File: config.mk
export PLATFORM = sky130hd
export DESIGN_NAME = xor_desc_engine
export DESIGN_NICKNAME = d
export VERILOG_FILES = /design/src/rtl/xor_eng_pkg.sv /design/src/rtl/xor_eng_regs.sv /design/src/rtl/xor_eng_srcsel.sv /design/src/rtl/xor_eng_ctrl.sv /design/src/rtl/xor_desc_engine.sv
export SDC_FILE = /design/constraint.sdc
export NUM_CORES = 1
export LEC_CHECK = 0
export BUFFER_PORTS_ARGS = -buffer_cell sky130_fd_sc_hd__buf_4
export CAP_MARGIN = 20
export CORE_ASPECT_RATIO = 0.8
export CORE_UTILIZATION = 62
export CTS_CLUSTER_DIAMETER = 80
export DETAILED_ROUTE_END_ITERATION = 8
export PLACE_DENSITY = 0.81
export SKIP_LAST_GASP = 1
export SLEW_MARGIN = 20
export SYNTH_ARGS = -nofsm -noshare
export SYNTH_HDL_FRONTEND = slang
export SYNTH_SLANG_ARGS = --single-unit
File: constraint.sdc
create_clock -name clk_i -period 11.3 [get_ports clk_i]
set_input_delay 2.26 -clock clk_i [delete_from_list [all_inputs] [get_ports clk_i]]
set_output_delay 2.26 -clock clk_i [all_outputs]
set_load 0.02 [all_outputs]
File: src/rtl/xor_eng_pkg.sv
package xor_eng_pkg;
  typedef enum logic [2:0] {F_IDLE, F_DLOAD, F_CHECK, F_SRC, F_WR, F_STAT} fsm_e;

  localparam logic [1:0] CH_IDLE = 2'd0;
  localparam logic [1:0] CH_RUN  = 2'd1;
  localparam logic [1:0] CH_HALT = 2'd2;

  localparam logic [1:0] REG_CFG  = 2'd0;
  localparam logic [1:0] REG_NEXT = 2'd1;
  localparam logic [1:0] REG_ACT  = 2'd2;
  localparam logic [1:0] REG_CUR  = 2'd3;

  localparam logic [2:0] MODE_COPY = 3'b010;

  // descriptor word offsets
  localparam int W_CMD  = 1;
  localparam int W_CNT  = 2;
  localparam int W_DST  = 3;
  localparam int W_NXT  = 4;
  localparam int W_SRC0 = 5;

  localparam int IRQ_BIT = 31;
  localparam logic [31:0] STAT_DONE = 32'h4000_0000;
  localparam logic [31:0] STAT_FAIL = 32'h0000_0001;

  function automatic logic [31:0] bswap32(input logic [31:0] w);
    return {w[7:0], w[15:8], w[23:16], w[31:24]};
  endfunction
endpackage

File: src/rtl/xor_eng_regs.sv
module xor_eng_regs
  import xor_eng_pkg::*;
#(
  parameter int AW = 32
) (
  input  logic          clk_i,
  input  logic          rst_ni,
  input  logic          reg_we_i,
  input  logic [1:0]    reg_addr_i,
  input  logic [31:0]   reg_wdata_i,
  input  logic [1:0]    chan_state_i,
  input  logic [AW-1:0] cur_desc_i,
  output logic [31:0]   reg_rdata_o,
  output logic [2:0]    mode_o,
  output logic          swap_o,
  output logic [AW-1:0] next_ptr_o,
  output logic          start_o
);
  always_ff @(posedge clk_i or negedge rst_ni) begin
    if (!rst_ni) begin
      mode_o     <= '0;
      swap_o     <= 1'b0;
      next_ptr_o <= '0;
    end else if (reg_we_i) begin
      case (reg_addr_i)
        REG_CFG: begin
          mode_o <= reg_wdata_i[2:0];
          swap_o <= reg_wdata_i[3];
        end
        REG_NEXT: next_ptr_o <= reg_wdata_i[AW-1:0];
        default: ;
      endcase
    end
  end

  // activation only honoured when the channel is not running
  assign start_o = reg_we_i && (reg_addr_i == REG_ACT) && reg_wdata_i[0]
                   && (chan_state_i != CH_RUN);

  always_comb begin
    case (reg_addr_i)
      REG_CFG:  reg_rdata_o = {28'd0, swap_o, mode_o};
      REG_NEXT: reg_rdata_o = 32'(next_ptr_o);
      REG_ACT:  reg_rdata_o = {26'd0, chan_state_i, 4'd0};
      default:  reg_rdata_o = 32'(cur_desc_i);
    endcase
  end
endmodule

File: src/rtl/xor_eng_srcsel.sv
module xor_eng_srcsel #(
  parameter int NSRC = 8,
  parameter int SW   = $clog2(NSRC)
) (
  input  logic [NSRC-1:0] pend_i,
  output logic [NSRC-1:0] pick_o,
  output logic [SW-1:0]   idx_o
);
  logic [NSRC-1:0] below;

  // lowest pending source wins
  assign below[0]  = 1'b0;
  assign pick_o[0] = pend_i[0];
  for (genvar i = 1; i < NSRC; i++) begin : g_pri
    assign below[i]  = below[i-1] | pend_i[i-1];
    assign pick_o[i] = pend_i[i] & ~below[i];
  end

  always_comb begin
    idx_o = '0;
    for (int i = 0; i < NSRC; i++) begin
      if (pick_o[i]) idx_o = idx_o | SW'(i);
    end
  end
endmodule

File: src/rtl/xor_eng_ctrl.sv
module xor_eng_ctrl
  import xor_eng_pkg::*;
#(
  parameter int AW        = 32,
  parameter int NSRC      = 8,
  parameter int MIN_BYTES = 8,
  parameter int MAX_BYTES = 1024,
  parameter int SW        = $clog2(NSRC)
) (
  input  logic            clk_i,
  input  logic            rst_ni,
  input  logic            start_i,
  input  logic [AW-1:0]   next_ptr_i,
  input  logic [2:0]      mode_i,
  input  logic            swap_i,
  input  logic [NSRC-1:0] pick_i,
  input  logic [SW-1:0]   idx_i,
  output logic [NSRC-1:0] pend_o,
  output logic [1:0]      chan_state_o,
  output logic [AW-1:0]   cur_desc_o,
  output logic            irq_o,
  output logic            mem_req_o,
  output logic            mem_we_o,
  output logic [AW-1:0]   mem_addr_o,
  output logic [31:0]     mem_wdata_o,
  input  logic [31:0]     mem_rdata_i,
  input  logic            mem_ack_i
);
  localparam int NDW   = W_SRC0 + NSRC;
  localparam int LASTW = NDW - 1;
  localparam int FIW   = $clog2(NDW);
  localparam int MAXW  = MAX_BYTES / 4;
  localparam int WW    = $clog2(MAXW + 1);

  fsm_e            fsm_q;
  logic [1:0]      chan_q;
  logic [AW-1:0]   cur_q, dst_q, nxt_q;
  logic [AW-1:0]   src_q [NSRC];
  logic [FIW-1:0]  fidx_q, sofs;
  logic [NSRC-1:0] cmd_mask_q, mask_q, pend_q, mask_n, pend_n;
  logic            cmd_irq_q, err_q, irq_q, bad;
  logic [31:0]     cnt_q, acc_q, rdv, stat;
  logic [WW-1:0]   widx_q, nwords_q;

  assign rdv    = swap_i ? bswap32(mem_rdata_i) : mem_rdata_i;
  assign sofs   = fidx_q - FIW'(W_SRC0);
  assign mask_n = (mode_i == MODE_COPY) ? NSRC'(1) : cmd_mask_q;
  assign pend_n = pend_q & ~pick_i;
  assign bad    = (cnt_q[1:0] != 2'b00) || (cnt_q < 32'(MIN_BYTES))
                  || (cnt_q > 32'(MAX_BYTES));
  assign stat   = err_q ? STAT_FAIL : STAT_DONE;

  always_ff @(posedge clk_i or negedge rst_ni) begin
    if (!rst_ni) begin
      fsm_q      <= F_IDLE;
      chan_q     <= CH_IDLE;
      cur_q      <= '0;
      dst_q      <= '0;
      nxt_q      <= '0;
      for (int i = 0; i < NSRC; i++) src_q[i] <= '0;
      fidx_q     <= '0;
      cmd_mask_q <= '0;
      cmd_irq_q  <= 1'b0;
      cnt_q      <= '0;
      err_q      <= 1'b0;
      mask_q     <= '0;
      pend_q     <= '0;
      acc_q      <= '0;
      widx_q     <= '0;
      nwords_q   <= '0;
      irq_q      <= 1'b0;
    end else begin
      irq_q <= 1'b0;
      unique case (fsm_q)
        F_IDLE: if (start_i) begin
          cur_q  <= next_ptr_i;
          fidx_q <= FIW'(W_CMD);
          err_q  <= 1'b0;
          chan_q <= CH_RUN;
          fsm_q  <= F_DLOAD;
        end
        F_DLOAD: if (mem_ack_i) begin
          if (fidx_q == FIW'(W_CMD)) begin
            cmd_mask_q <= rdv[NSRC-1:0];
            cmd_irq_q  <= rdv[IRQ_BIT];
          end else if (fidx_q == FIW'(W_CNT)) cnt_q <= rdv;
          else if (fidx_q == FIW'(W_DST)) dst_q <= rdv[AW-1:0];
          else if (fidx_q == FIW'(W_NXT)) nxt_q <= rdv[AW-1:0];
          else src_q[sofs[SW-1:0]] <= rdv[AW-1:0];
          if (fidx_q == FIW'(LASTW)) fsm_q <= F_CHECK;
          else fidx_q <= fidx_q + FIW'(1);
        end
        F_CHECK: begin
          if (bad) begin
            err_q <= 1'b1;
            fsm_q <= F_STAT;
          end else begin
            nwords_q <= WW'(cnt_q >> 2);
            widx_q   <= '0;
            acc_q    <= '0;
            mask_q   <= mask_n;
            pend_q   <= mask_n;
            fsm_q    <= (mask_n == '0) ? F_WR : F_SRC;
          end
        end
        F_SRC: if (mem_ack_i) begin
          acc_q  <= acc_q ^ mem_rdata_i;
          pend_q <= pend_n;
          if (pend_n == '0) fsm_q <= F_WR;
        end
        F_WR: if (mem_ack_i) begin
          if (widx_q == nwords_q - WW'(1)) fsm_q <= F_STAT;
          else begin
            widx_q <= widx_q + WW'(1);
            acc_q  <= '0;
            pend_q <= mask_q;
            fsm_q  <= (mask_q == '0) ? F_WR : F_SRC;
          end
        end
        F_STAT: if (mem_ack_i) begin
          irq_q <= cmd_irq_q & ~err_q;
          if (err_q) begin
            chan_q <= CH_HALT;
            fsm_q  <= F_IDLE;
          end else if (nxt_q == '0) begin
            chan_q <= CH_IDLE;
            fsm_q  <= F_IDLE;
          end else begin
            cur_q  <= nxt_q;
            fidx_q <= FIW'(W_CMD);
            fsm_q  <= F_DLOAD;
          end
        end
        default: fsm_q <= F_IDLE;
      endcase
    end
  end

  always_comb begin
    mem_req_o   = 1'b0;
    mem_we_o    = 1'b0;
    mem_addr_o  = '0;
    mem_wdata_o = '0;
    case (fsm_q)
      F_DLOAD: begin
        mem_req_o  = 1'b1;
        mem_addr_o = cur_q + (AW'(fidx_q) << 2);
      end
      F_SRC: begin
        mem_req_o  = 1'b1;
        mem_addr_o = src_q[idx_i] + (AW'(widx_q) << 2);
      end
      F_WR: begin
        mem_req_o   = 1'b1;
        mem_we_o    = 1'b1;
        mem_addr_o  = dst_q + (AW'(widx_q) << 2);
        mem_wdata_o = acc_q;
      end
      F_STAT: begin
        mem_req_o   = 1'b1;
        mem_we_o    = 1'b1;
        mem_addr_o  = cur_q;
        mem_wdata_o = swap_i ? bswap32(stat) : stat;
      end
      default: ;
    endcase
  end

  assign pend_o       = pend_q;
  assign chan_state_o = chan_q;
  assign cur_desc_o   = cur_q;
  assign irq_o        = irq_q;
endmodule

File: src/rtl/xor_desc_engine.sv
module xor_desc_engine #(
  parameter int AW        = 32,
  parameter int NSRC      = 8,
  parameter int MIN_BYTES = 8,
  parameter int MAX_BYTES = 1024
) (
  input  logic          clk_i,
  input  logic          rst_ni,
  input  logic          reg_we_i,
  input  logic [1:0]    reg_addr_i,
  input  logic [31:0]   reg_wdata_i,
  output logic [31:0]   reg_rdata_o,
  output logic          irq_o,
  output logic          mem_req_o,
  output logic          mem_we_o,
  output logic [AW-1:0] mem_addr_o,
  output logic [31:0]   mem_wdata_o,
  input  logic [31:0]   mem_rdata_i,
  input  logic          mem_ack_i
);
  localparam int SW = $clog2(NSRC);

  logic [2:0]      mode;
  logic            swap, start;
  logic [AW-1:0]   next_ptr, cur_desc;
  logic [1:0]      chan_state;
  logic [NSRC-1:0] pend, pick;
  logic [SW-1:0]   idx;

  xor_eng_regs #(.AW(AW)) u_regs (
    .clk_i, .rst_ni, .reg_we_i, .reg_addr_i, .reg_wdata_i,
    .chan_state_i(chan_state), .cur_desc_i(cur_desc), .reg_rdata_o,
    .mode_o(mode), .swap_o(swap), .next_ptr_o(next_ptr), .start_o(start)
  );

  xor_eng_srcsel #(.NSRC(NSRC)) u_sel (
    .pend_i(pend), .pick_o(pick), .idx_o(idx)
  );

  xor_eng_ctrl #(.AW(AW), .NSRC(NSRC), .MIN_BYTES(MIN_BYTES),
                 .MAX_BYTES(MAX_BYTES)) u_ctrl (
    .clk_i, .rst_ni, .start_i(start), .next_ptr_i(next_ptr),
    .mode_i(mode), .swap_i(swap), .pick_i(pick), .idx_i(idx),
    .pend_o(pend), .chan_state_o(chan_state), .cur_desc_o(cur_desc),
    .irq_o, .mem_req_o, .mem_we_o, .mem_addr_o, .mem_wdata_o,
    .mem_rdata_i, .mem_ack_i
  );
endmodule

==> out/metrics.yaml <==
run_status:
  status: "complete, no violations"
pwr:
  p_int_uw: 4976
  power_density_nw_per_um2: 298.1
  swShare: 0.4186
  p_leak_uw: 0.01287
  power_frac_comb: 0.416
  clock_power_share: 0.209
  p_sw_uw: 3582
  seqPwrFrac: 0.375
  vdd_drop_max_mv: 0.1702
placement:
  portBuffers: 168
  dp_hpwl_um: 48550
  place_inst: 3350
  post_dp_cell_area_um2: 26860
  place_congestion: 0.9059
floorplan:
  die_h_um: 182.5
  rows: 65
  coreArea_um2: 39770
  die_area_um2: 41530
  die_width_um: 227.6
  ios: 169
  initial_core_util: 0.6348
sta:
  grt_setup_unrepaired: "false"
  finClkSkew_ns: 0.01502
  fmax_mhz: 119.0
  period_share: 0.7439
  period_minus_slack_ns: 8.406
  tns_ns: 0
  setup_viol: 0
  final_max_slew_viol_count: 0
  holdWs_ns: 0.4760
  hold_viol: 0
  slew_headroom: 0.2426
  worst_slew_pin_slew_ns: 1.114
yosys:
  avgSynthCellArea_um2: 8.991
  yosys_register_bits: 506
  ys_async_sr_fraction: 1.000
  postSynthCellCount: 2808
  yosysWarnings: 0
  synth_area_leaders: "dfrtp_1 50%, nand2_1 6.2%, a21oi_1 6.0%"
  synth-edff-count: 0
  synthFlopType: "dfrtp_1"
  synth_nets: 2902
  syn-cell-area_um2: 25250
  synth_top_cell_area_share: 0.5016
  yosys.cell_types.count: 84
  yosysTopAreaCell: "dfrtp_1"
  yosysSeqAreaShare: 0.5016
clock_tree:
  cts_buffers: 50
  cts_setup_buffers: 0
  clkTransAtPathRegs_ns: 0.07
  cts_sinks: 506
  cts_max_path_buffers: 3
  cts_resized: 0
  cts_tree: "yes"
  insertion_delay_ns: 0.59
  cts-root-buf: "clkbuf_16"
  cts_max_level: 2
  postCtsHoldBufs: 0
drt:
  wl_per_cell_um: 21.69
  detail-route-antenna-nets: 0
  wl_um: 74710
  dr.first_iter.drc_count: 2884
  drc_errors: 0
  vias: 21780
  firstDrtPassIters: 7
  vias_per_cell: 6.321
setup_path:
  crit_type: "reg2out"
  worstSetupStartpointType: "register"
  cp.required_ns: 9.04
  path_max_fanout: 65
  critPathArrivalTime_ns: 6.15
  endpoint_kind: "output pin"
global_routing:
  grt_overflow: 0
  grt_pass1_wl_um: 115500
  grt_start_max_net_pins: 148
  grt_antenna_before_repair: 1
  grt_pass1_vias: 20920
  grt_util_all_layers: 0.3630
finish:
  syn_to_final_growth_pct: 13.71
  antenna_cells: 0
  fin_cells: 3445
  drive_gt1_frac: 0.1478
  finalInstanceArea_um2: 28710
  fill_cells: 2806
  nets: 2963
min_path:
  min_path_type: "reg2reg"
job:
  max-cap-violations: 0
[placed cells by master, fill, tap and decap left out, types with 5 or more instances in the layout]
| cell | count |
|---|---|
| o31ai_1 | 6 |
| a22oi_1 | 8 |
| nand2_1 | 418 |
| a21oi_1 | 304 |
| nor2_4 | 5 |
| a21o_1 | 11 |
| xnor2_1 | 31 |
| nor3b_1 | 7 |
| mux2_2 | 51 |
| or2_2 | 5 |
| o22ai_1 | 29 |
| clkbuf_8 | 13 |
| mux2i_2 | 10 |
| nand4_1 | 10 |
| a31oi_1 | 52 |
| xor2_1 | 66 |
| dfrtp_1 | 505 |
| clkinv_2 | 9 |
| a221oi_1 | 6 |
| nor2_1 | 393 |
| o21ai_0 | 167 |
| nor4_1 | 25 |
| a211oi_1 | 12 |
| nor4_2 | 5 |
| or3_1 | 6 |
| ha_1 | 22 |
| bufinv_16 | 5 |
| nor2b_1 | 38 |
| mux2i_1 | 101 |
| nand3_1 | 109 |
| o211ai_1 | 6 |
| nor3_1 | 14 |
| nand2b_1 | 9 |
| buf_4 | 222 |
| and2_1 | 34 |
| inv_1 | 18 |
| clkbuf_16 | 53 |
| clkbuf_1 | 6 |
| and3_1 | 15 |
[path summary, 6_finish.rpt]
check                                               start                        endpoint  slack (ns)  cells after the start
hold / removal               u_ctrl.dst_q[27]$_DFFE_PN0P_    u_ctrl.dst_q[27]$_DFFE_PN0P_        0.48                      2
setup reg to reg           u_ctrl.nwords_q[0]$_DFFE_PN0P_  u_ctrl.nwords_q[7]$_DFFE_PN0P_        7.24                     12
max in group asynchronous                          rst_ni    u_ctrl.src_q[20]$_DFFE_PN0P_        7.72                      3
min in group asynchronous                          rst_ni    u_ctrl.mask_q[7]$_DFFE_PN0P_        1.54                      1
hold reg to reg              u_ctrl.dst_q[27]$_DFFE_PN0P_    u_ctrl.dst_q[27]$_DFFE_PN0P_        0.48                      2
setup / recovery             u_ctrl.pend_o[0]$_DFFE_PN0P_                  mem_addr_o[23]        2.89                     19
[final cells by class]
cell class	count	area, um2	area share
clock inverters	20	245.2	0.008543
well taps	536	670.6	0.02336
clock buffers	72	1528	0.05322
inverters	18	67.56	0.002354
multi-input cells	2066	11780	0.4104
repair buffers	227	1752	0.06102
flip-flops and latches	506	12660	0.4411
[cells by family (layout without fill, tap and decap cells)]
kind of cell | Yosys count | in the layout | synth area share
adder cells (fa/ha/maj) | 26 | 26 | 0.01328
AO/OA/AOI/OAI | 652 | 652 | 0.1478
multiplexers | 165 | 165 | 0.06844
AND/OR/NAND/NOR | 1126 | 1126 | 0.1970
flip-flops | 506 | 506 | 0.5016
XOR/XNOR | 97 | 97 | 0.03365
buffers and inverters | 236 | 337 | 0.03826
[worst max-delay path, stage by stage (launching register included)]
cell and delay [ns]:
dfrtp_1 0.49, or4_4 0.60, o32ai_4 0.28, buf_4 0.63
nand2_1 0.15, nand3_1 0.12, nand3_1 0.09, a31oi_1 0.25
ha_1 0.23, a21oi_1 0.10, nor2_1 0.11, a211oi_1 0.08
o21ai_0 0.30, nand3_1 0.11, nand2_1 0.15, nand4_1 0.57
nor4_1 0.59, xor2_1 0.31, a22o_1 0.22, buf_4 0.15
[metrics by stage]
step	worst slack, ns	util	power (uW)
after global routing	2.472	0.7218	9047
after floorplan	3.905	-	5438
final	2.894	0.7218	8558
after CTS	2.943	0.7200	8461
after detailed placement	3.639	0.6754	6641
after global placement	3.759	0.6752	6460
[power by group through the flow]
stage / Combinational [uW] / Sequential (uW) / Clock, uW
after detailed placement: 3440 / 3200 / 0
after CTS: 3480 / 3180 / 1800
after global routing: 3880 / 3290 / 1870
after global placement: 3300 / 3160 / 0
after floorplan: 2450 / 2980 / 0
final: 3560 / 3210 / 1790
[synthesized netlist by cell type, drive strengths merged, types with 4 or more instances]
master    n
a21oi   305
ha       22
xnor2    31
o31ai     6
a211oi   14
and2     36
o32ai     4
o22ai    30
mux2i   113
clkbuf  182
or3       8
a21o     11
nand3b    5
inv      18
a32oi     4
nand2   421
o211ai    6
xor2     66
buf      36
nor2b    38
nor3b     8
a221oi    7
mux2     51
nand4    10
a31oi    53
o21a      4
dfrtp   506
a22oi     8
nor2    400
or2       5
nor4     31
nand2b   10
nand3   110
and3     15
nor3     18
o21ai   169
[routing by layer]
layer	wire length, um	track usage
met5	109	0.01792
met4	2387	0.1289
met3	9117	0.1159
met2	32950	0.5449
met1	30140	0.4946
[sequential cells by signal, indices dropped and copies added (netlist names), 2 cells and up]
name,cells
u_regs.next_ptr_o,32
u_ctrl.mask_q,8
u_regs.mode_o,3
u_ctrl.fidx_q,4
u_ctrl.cur_desc_o,32
u_ctrl.nwords_q,9
u_ctrl.cnt_q,32
u_ctrl.widx_q,9
u_ctrl.chan_state_o,2
u_ctrl.cmd_mask_q,8
u_ctrl.acc_q,32
u_ctrl.pend_o,8
u_ctrl.fsm_q,3
u_ctrl.nxt_q,32
u_ctrl.dst_q,32
u_ctrl.src_q,256
Note: power is estimated with default switching activity, not from simulation.
